$ cat config.mk
export PLATFORM = sky130hd
export DESIGN_NAME = wal_multi_adder
export DESIGN_NICKNAME = d
export VERILOG_FILES = /design/src/rtl/wal_pkg.sv /design/src/rtl/wal_regroup.sv /design/src/rtl/wal_csa_level.sv /design/src/rtl/wal_cpa_stage.sv /design/src/rtl/wal_multi_adder.sv
export SDC_FILE = /design/constraint.sdc
export NUM_CORES = 1
export LEC_CHECK = 0
export ABC_AREA = 1
export CAP_MARGIN = 30
export CORE_UTILIZATION = 52
export DETAILED_ROUTE_END_ITERATION = 10
export PLACE_DENSITY = 0.8
export SYNTH_ARGS = -nofsm -noshare
export SYNTH_HDL_FRONTEND = slang
export SYNTH_SLANG_ARGS = --single-unit
$ cat constraint.sdc
create_clock -name clk -period 2.1 [get_ports clk]
set_input_delay 0.63 -clock clk [delete_from_list [all_inputs] [get_ports clk]]
set_output_delay 0.63 -clock clk [all_outputs]
set_load 0.005 [all_outputs]
$ cat src/rtl/wal_pkg.sv
package wal_pkg;

    // Height of a column after one 3:2 / 2:2 compression pass
    function automatic int wal_next_h(input int h);
        return (h + 2) / 3 + h / 3 + (((h % 3) == 2) ? 1 : 0);
    endfunction

    // Number of reduction levels needed for K operand rows
    function automatic int wal_levels(input int k);
        int h;
        int n;
        h = k;
        n = 0;
        for (int i = 0; i < 64; i++) begin
            if (h > 2) begin
                h = wal_next_h(h);
                n = n + 1;
            end
        end
        return n;
    endfunction

    // Column height at the input of a given level
    function automatic int wal_height(input int k, input int lvl);
        int h;
        h = k;
        for (int i = 0; i < 64; i++) begin
            if (i < lvl) h = wal_next_h(h);
        end
        return h;
    endfunction

endpackage

$ cat src/rtl/wal_regroup.sv
module wal_regroup #(
    parameter int K = 6,
    parameter int M = 8,
    parameter int N = 10
) (
    input  logic [K*M-1:0] ops,
    output logic [N*K-1:0] cols
);
    // Column j, slot i carries bit j of operand i; columns at or above M are empty
    for (genvar j = 0; j < N; j++) begin : g_col
        for (genvar i = 0; i < K; i++) begin : g_row
            if (j < M) begin : g_bit
                assign cols[j*K+i] = ops[i*M+j];
            end else begin : g_pad
                assign cols[j*K+i] = 1'b0;
            end
        end
    end
endmodule

$ cat src/rtl/wal_csa_level.sv
module wal_csa_level
    import wal_pkg::*;
#(
    parameter int N    = 10,
    parameter int K    = 6,
    parameter int H_IN = 6
) (
    input  logic           clk,
    input  logic           rst_n,
    input  logic           vld_i,
    input  logic [N*K-1:0] cols_i,
    output logic           vld_o,
    output logic [N*K-1:0] cols_o
);
    localparam int NFA   = H_IN / 3;
    localparam int REM   = H_IN % 3;
    localparam int NS    = (H_IN + 2) / 3;
    localparam int H_OUT = wal_next_h(H_IN);
    localparam int HX    = (REM != 0) ? 3 * NFA : 0;
    localparam int HY    = (REM == 2) ? 3 * NFA + 1 : 0;
    localparam int CY    = (REM == 2) ? NS + NFA : 0;

    function automatic logic [N*K-1:0] pad_mask();
        logic [N*K-1:0] m;
        m = '0;
        for (int j = 0; j < N; j++)
            for (int i = 0; i < K; i++)
                if (i >= H_IN) m[j*K+i] = 1'b1;
        return m;
    endfunction

    localparam logic [N*K-1:0] PAD = pad_mask();

    logic [N*K-1:0] nxt;

    always_comb begin
        nxt = '0;
        // sums stay in their own column, slots 0 .. NS-1
        for (int j = 0; j < N; j++) begin
            for (int g = 0; g < NFA; g++) begin
                nxt[j*K+g] = cols_i[j*K+3*g] ^ cols_i[j*K+3*g+1] ^ cols_i[j*K+3*g+2];
            end
            if (REM == 2) begin
                nxt[j*K+NFA] = cols_i[j*K+HX] ^ cols_i[j*K+HY];
            end else if (REM == 1) begin
                nxt[j*K+NFA] = cols_i[j*K+HX];
            end
        end
        // carries move one column up, placed after the sums; top carries drop
        for (int j = 0; j < N - 1; j++) begin
            for (int g = 0; g < NFA; g++) begin
                nxt[(j+1)*K+NS+g] = (cols_i[j*K+3*g]   & cols_i[j*K+3*g+1]) |
                                    (cols_i[j*K+3*g]   & cols_i[j*K+3*g+2]) |
                                    (cols_i[j*K+3*g+1] & cols_i[j*K+3*g+2]);
            end
            if (REM == 2) begin
                nxt[(j+1)*K+CY] = cols_i[j*K+HX] & cols_i[j*K+HY];
            end
        end
    end

    always_ff @(posedge clk or negedge rst_n) begin
        if (!rst_n) vld_o <= 1'b0;
        else        vld_o <= vld_i;
    end

    always_ff @(posedge clk) begin
        cols_o <= nxt;
    end

    function automatic logic [N-1:0] weigh(input logic [N*K-1:0] c);
        logic [N-1:0] acc;
        acc = '0;
        for (int j = 0; j < N; j++)
            for (int i = 0; i < K; i++)
                acc = acc + ({{(N-1){1'b0}}, c[j*K+i]} << j);
        return acc;
    endfunction

    a_r7_value_kept: assert property (@(posedge clk) disable iff (!rst_n)
        vld_o |-> weigh(cols_o) == $past(weigh(cols_i)));

    a_r7_pad_zero: assert property (@(posedge clk) disable iff (!rst_n)
        vld_i |-> (cols_i & PAD) == '0);

    a_r3_vld_carried: assert property (@(posedge clk) disable iff (!rst_n)
        vld_i |=> vld_o);

    a_r8_idle_carried: assert property (@(posedge clk) disable iff (!rst_n)
        !vld_i |=> !vld_o);

    initial a_r7_height_shrinks: assert (H_OUT < H_IN || H_IN < 3);
endmodule

$ cat src/rtl/wal_cpa_stage.sv
module wal_cpa_stage #(
    parameter int N = 10,
    parameter int K = 6,
    parameter int H = 2
) (
    input  logic           clk,
    input  logic           rst_n,
    input  logic           vld_i,
    input  logic [N*K-1:0] cols_i,
    output logic           vld_o,
    output logic [N-1:0]   sum_o
);
    localparam int B1 = (H >= 2) ? 1 : 0;

    logic [N-1:0] row_a;
    logic [N-1:0] row_b;

    for (genvar j = 0; j < N; j++) begin : g_rows
        assign row_a[j] = cols_i[j*K];
        if (H >= 2) begin : g_two
            assign row_b[j] = cols_i[j*K+B1];
        end else begin : g_one
            assign row_b[j] = 1'b0;
        end
    end

    always_ff @(posedge clk or negedge rst_n) begin
        if (!rst_n) vld_o <= 1'b0;
        else        vld_o <= vld_i;
    end

    always_ff @(posedge clk) begin
        sum_o <= row_a + row_b;
    end

    function automatic logic [N-1:0] weigh(input logic [N*K-1:0] c);
        logic [N-1:0] acc;
        acc = '0;
        for (int j = 0; j < N; j++)
            for (int i = 0; i < K; i++)
                acc = acc + ({{(N-1){1'b0}}, c[j*K+i]} << j);
        return acc;
    endfunction

    a_r1_cpa_sum: assert property (@(posedge clk) disable iff (!rst_n)
        vld_o |-> sum_o == $past(weigh(cols_i)));

    a_r1_sum_known: assert property (@(posedge clk) disable iff (!rst_n)
        vld_o |-> !$isunknown(sum_o));
endmodule

$ cat src/rtl/wal_multi_adder.sv
module wal_multi_adder
    import wal_pkg::*;
#(
    parameter int K = 6,
    parameter int M = 8,
    parameter int N = 10
) (
    input  logic           clk,
    input  logic           rst_n,
    input  logic           in_vld,
    input  logic [K*M-1:0] in_ops,
    output logic           out_vld,
    output logic [N-1:0]   out_sum
);
    localparam int NLEV = wal_levels(K);
    localparam int LAT  = NLEV + 1;
    localparam int HFIN = wal_height(K, NLEV);

    logic [N*K-1:0] bus [NLEV+1];
    logic [NLEV:0]  vld_bus;

    wal_regroup #(.K(K), .M(M), .N(N)) u_regroup (
        .ops  (in_ops),
        .cols (bus[0])
    );
    assign vld_bus[0] = in_vld;

    for (genvar l = 0; l < NLEV; l++) begin : g_lvl
        wal_csa_level #(.N(N), .K(K), .H_IN(wal_height(K, l))) u_level (
            .clk    (clk),
            .rst_n  (rst_n),
            .vld_i  (vld_bus[l]),
            .cols_i (bus[l]),
            .vld_o  (vld_bus[l+1]),
            .cols_o (bus[l+1])
        );
    end

    wal_cpa_stage #(.N(N), .K(K), .H(HFIN)) u_cpa (
        .clk    (clk),
        .rst_n  (rst_n),
        .vld_i  (vld_bus[NLEV]),
        .cols_i (bus[NLEV]),
        .vld_o  (out_vld),
        .sum_o  (out_sum)
    );

    // In-flight tracker for the pipeline-depth checks
    int unsigned pend;
    always_ff @(posedge clk or negedge rst_n) begin
        if (!rst_n) pend <= 0;
        else        pend <= pend + 32'(in_vld) - 32'(out_vld);
    end

    a_r3_no_orphan: assert property (@(posedge clk) disable iff (!rst_n)
        out_vld |-> pend != 0);

    a_r2_depth_bound: assert property (@(posedge clk) disable iff (!rst_n)
        pend <= LAT);
endmodule

## Word-level counts from Yosys, hierarchy flattened

Cells that the tools add are included.

| storage, ports and cells | value |
|---|---|
| flip-flop bits (word level) | 88 |
| latch bits | 0 |
| RAM bits | 0 |
| bits in read-only memories | 0 |
| input port bits | 51 |
| logic and storage cells | 228 |
| memories | 0 |

| cells by class | value |
|---|---|
| $add $sub $neg | 1 |
| multiply operators | 0 |
| divide/modulo/power cells | 0 |
| $lt $le $gt $ge | 0 |
| equality and inequality tests | 0 |
| shifts and indexed selects | 0 |
| mux-type cells | 0 |
| bitwise logic cells | 219 |
| reductions and logical operators | 0 |

Operator list:

| operator | count |
|---|---|
| AND 1 bit | 94 |
| bitwise XOR 1 bit | 63 |
| bitwise OR 1 bit | 62 |
| adder 9 x 10 -> 10 bit | 1 |

## Depth between registers and ports, before layout

| logic depth | value |
|---|---|
| word-level depth | 3 |
| gate-level depth with buffers | 8 |
| mapped depth without buffers | 8 |

## Modules after synthesis

A second synthesis with hierarchy kept.

| second synthesis, totals | value |
|---|---|
| cells, all modules | 415 |
| area total of the unflattened synthesis | 4523.1 µm² |

Modules (own cells, without submodules):

| module | times used | cells each | area an instance (µm²) |
|---|---|---|---|
| wal_csa_level at g_lvl[0].u_level | 1 | 98 | 1385.1 |
| wal_csa_level at g_lvl[1].u_level | 1 | 80 | 1057.3 |
| wal_csa_level at g_lvl[2].u_level | 1 | 80 | 932.1 |
| wal_cpa_stage | 1 | 96 | 694.4 |
| wal_regroup | 1 | 61 | 454.2 |

## Least setup slack after synthesis

Ideal clock, no wire load.

| path | value |
|---|---|
| path kind | register to register |
| start | reg g_lvl[2].u_level.cols_o[12] |
| end | reg u_cpa.sum_o[8] |
| setup time | 0.113 ns |
| arrival | 1.150 ns |
| slack | 0.838 ns |
| cell stages (with the launch flop) | 8 |
| period minus slack after synthesis | 1.262 ns |
| cell sequence | dfxtp_1 -> ha_1 -> inv_1 -> fa_1 -> inv_1 -> nand3_1 -> nand4_1 -> nand2_1 |

| between the ends | value |
|---|---|
| word-level cells in the longest chain between the ends | 1 |

Ends and longest elaborated chain:

| item | RTL line | text |
|---|---|---|
| from (decl) | wal_csa_level.sv:13 | `output logic [N*K-1:0] cols_o` |
| from (signal assigned) | wal_csa_level.sv:68 | `cols_o <= nxt;` |
| adder 9 x 10 -> 10 bit | wal_cpa_stage.sv:33 | `sum_o <= row_a + row_b;` |
| to (signal assigned) | wal_cpa_stage.sv:33 |  |
| to (decl) | wal_cpa_stage.sv:11 | `output logic [N-1:0] sum_o` |

Every way passes these cells.

## Worst setup path after layout

| path | value |
|---|---|
| start | reg u_cpa.sum_o[5] |
| end | out out_sum[5] |

RTL lines:

| item | RTL line | text |
|---|---|---|
| to (decl) | wal_multi_adder.sv:13 | `output logic [N-1:0] out_sum` |

No word-level cell between the ends.

==> flow_summary_export.csv <==
group,metric,value,unit
synth,ys_ff_latch,88,
grt,grt_pass1_wl,6147,um
placement,port_buffers,61,
synth,netlist.area_leader.share,0.6095,
clocking,postCtsSetupBuffers,0,
synth,synth_area,0.002759,mm^2
setup_path,crit_path_start,"u_cpa.sum_o[5]",
setup_path,end_kind,"output pin",
finish,seq_area,0.001782,mm^2
clocking,postCtsHoldBufs,0,
hold_path,whs_path_depth,0,
floorplanning,start_util,0.5402,
setup_path,critical-path-max-stage-delay,510,ps
setup_path,arrival,1170,ps
drt,wl_per_cell,10.51,um
synth,synthTopCellsByArea,"dfxtp_1 (61%), fa_1 (23%), dfrtp_1 (3.6%), ha_1 (3.6%), nand2_1 (3.0%)",
drt,antenna_left,0,
power_and_ir_drop,leakage,1.590,nW
synth,syn-mean-instance-area,15.24,um^2
clocking,clockBufferDepth,2,
grt,track_usage,0.1552,
status,outcome,"finished clean",
setup_path,reg2reg_depth,8,
setup_path,reg2reg_to,"u_cpa.sum_o[8]",
power_and_ir_drop,power_density,1278,mW/mm^2
sta,worst_slew_pin_slew,172.8,ps
floorplanning,die_area,0.005601,mm^2
grt,antenna_found_initial,0,
placement,place_congestion,0.7023,
drt,first_pass_iters,4,
setup_path,cp_max_fo,1,
run,maxCapViolCount,0,
sta,fin_ws,300.0,ps
synth,yosys_warnings,0,
drt,finalWirelength,3446,um
sta,min_period,1800,ps
synth,synth_top_area_cell,"dfxtp_1",
grt,grt_max_degree,16,
finish,fin_area,0.003700,mm^2
setup_path,reg2reg_slack,710,ps
placement,dp_hpwl,2738,um
setup_path,crit_required,1470,ps
setup_path,cpLargestDelayFamily,"buffers and inverters",
finish,drive_gt1_frac,0.06589,
sta,hold_viol,0,
clocking,cts_resized,0,
clocking,clk_latency,340,ps
drt,via_per_inst,4.387,
sta,finalMaxSlewViolations,0,
floorplanning,io_pins,62,
synth,synth_nets,272,
sta,rsz0062_at_grt,"no",
clocking,clk_pin_slew,90,ps
setup_path,worstSetupPathType,"reg2out",
clocking,h-tree-depth,3,
finish,area_growth,34.10,%
finish,fillerInstances,356,
placement,place_ws,393.4,ps
setup_path,endpoint,"out_sum[5]",
sta,setup_viol,0,
finish,multi_input_area,913.4,um^2
setup_path,r2r-start,"g_lvl[2].u_level.cols_o[13]",
synth,synth.distinct_cells,14,
clocking,cts-buffers-inserted,9,
synth,synthCells,181,
setup_path,critPathBufInv,1,
clocking,numClockSinks,88,
sta,fin_tns_setup,0,ps
synth,synth-seq-area-share,0.6458,
sta,period_share,0.8571,
clocking,clockRootBuffer,"clkbuf_8",
placement,dpl-instance-area,0.003457,mm^2
floorplanning,die_h,74.84,um
floorplanning,die_w,74.84,um
power_and_ir_drop,vdd_drop_max,0.6443,mV
setup_path,slowest_stage,"clkdlybuf4s50_1",
sta,fin_hold_ws,324.9,ps
sta,fin_worst_skew,7.439,ps
floorplanning,core-area,0.005107,mm^2
setup_path,start_kind,"flip-flop",
drt,drtIter0Drc,37,
grt,overflow,0,
clocking,tritoncts,"built",
setup_path,cp_cell_sequence,"clkdlybuf4s50_1",
setup_path,path_depth,1,
sta,timing.fmax,0.5556,GHz
finish,nets,344,
drt,vias,1439,
sta,maxSlewHeadroom,0.8845,
drt,drc,0,
finish,antenna_cells,0,
grt,grt_pass1_vias,1543,
hold_path,hp-class,"reg2reg",
floorplanning,fp-row-count,26,
cell families (layout without fill, tap and decap cells):
family	count (synthesis)	count (layout)	share of synthesized area
buffers and inverters	17	94	0.02313
and+or+nand+nor	30	30	0.04626
adders and majority gates	40	40	0.2685
xor gates and xnor gates	3	3	0.009526
AOI/OAI and AO/OA	3	3	0.006803
DFF	88	88	0.6458
cell usage in the layout (no fill, tap or decap):
cell / synthesis / final
a21oi_1: 2 / 2
a21oi_2: 1 / 1
bufinv_16: 0 / 3
clkbuf_1: 0 / 1
clkbuf_8: 0 / 9
clkdlybuf4s50_1: 0 / 61
clkinvlp_4: 0 / 1
dfrtp_1: 4 / 4
dfxtp_1: 84 / 84
fa_1: 32 / 32
ha_1: 8 / 8
inv_1: 17 / 17
inv_6: 0 / 2
nand2_1: 22 / 22
nand3_1: 5 / 5
nand3_2: 1 / 1
nand4_1: 1 / 1
nor2_1: 1 / 1
xnor2_1: 2 / 2
xor2_1: 1 / 1
metrics by stage:
| step | power (mW) | util | cells |
|---|---|---|---|
| after floorplan | 2.933 | - | 181 |
| after global placement | 3.370 | 0.6769 | 312 |
| after detailed placement | 3.438 | 0.6769 | 312 |
| after CTS | 4.810 | 0.7244 | 328 |
| after global routing | 5.100 | 0.7244 | 328 |
| final | 4.728 | 0.7244 | 328 |
state kept, by name, indices dropped and copies added, names as in the netlist:
signal                cells
g_lvl.u_level.cols_o     74
u_cpa.sum_o              10
g_lvl.u_level.vld_o       3
u_cpa.vld_o               1
synth_stat cells:
cell type,count
a21oi_1,2
a21oi_2,1
dfrtp_1,4
dfxtp_1,84
fa_1,32
ha_1,8
inv_1,17
nand2_1,22
nand3_1,5
nand3_2,1
nand4_1,1
nor2_1,1
xnor2_1,2
xor2_1,1
worst min-delay path by stage:
stage                                            from                     endpoint  slack [ps]
after global routing      g_lvl[0].u_level.cols_o[21]  g_lvl[1].u_level.cols_o[19]         340
after detailed placement  g_lvl[0].u_level.cols_o[21]  g_lvl[1].u_level.cols_o[19]         310
after global placement     g_lvl[2].u_level.cols_o[6]               u_cpa.sum_o[1]         310
after CTS                 g_lvl[0].u_level.cols_o[21]  g_lvl[1].u_level.cols_o[19]         330
final                     g_lvl[0].u_level.cols_o[39]  g_lvl[1].u_level.cols_o[37]         320
after floorplan           g_lvl[0].u_level.cols_o[15]  g_lvl[1].u_level.cols_o[13]         310
worst reg2reg max path, cell delays in order (launching register included):
cell	delay [ps]
dfxtp_1	330
ha_1	190
inv_1	60
fa_1	390
inv_1	90
nand3_1	100
nand3_1	80
nand2_1	50
nand2_1	40
routing by layer:
layer / share of wire / wire [um] / global-route usage
met1: 0.37 / 1278 / 0.1496
met2: 0.53 / 1820 / 0.2843
met3: 0.082 / 281 / 0.06426
met4: 0.019 / 66 / 0.07547
met5: 0 / 0 / 0
report_power, final:
| group | switching, mW | total [mW] | internal [mW] |
|---|---|---|---|
| Clock | 0.551 | 1.35 | 0.799 |
| Sequential | 0.150 | 2.25 | 2.10 |
| Combinational | 0.531 | 1.13 | 0.596 |
area by class of cell:
cell class | count | area share
inverters | 17 | 0.01725
multi-input cells | 76 | 0.2469
repair buffers | 61 | 0.1650
clock buffers | 10 | 0.03449
flip-flops and latches | 88 | 0.4816
well taps | 70 | 0.02367
clock inverters | 6 | 0.03111
No activity file was read; power rests on OpenSTA's default activity.
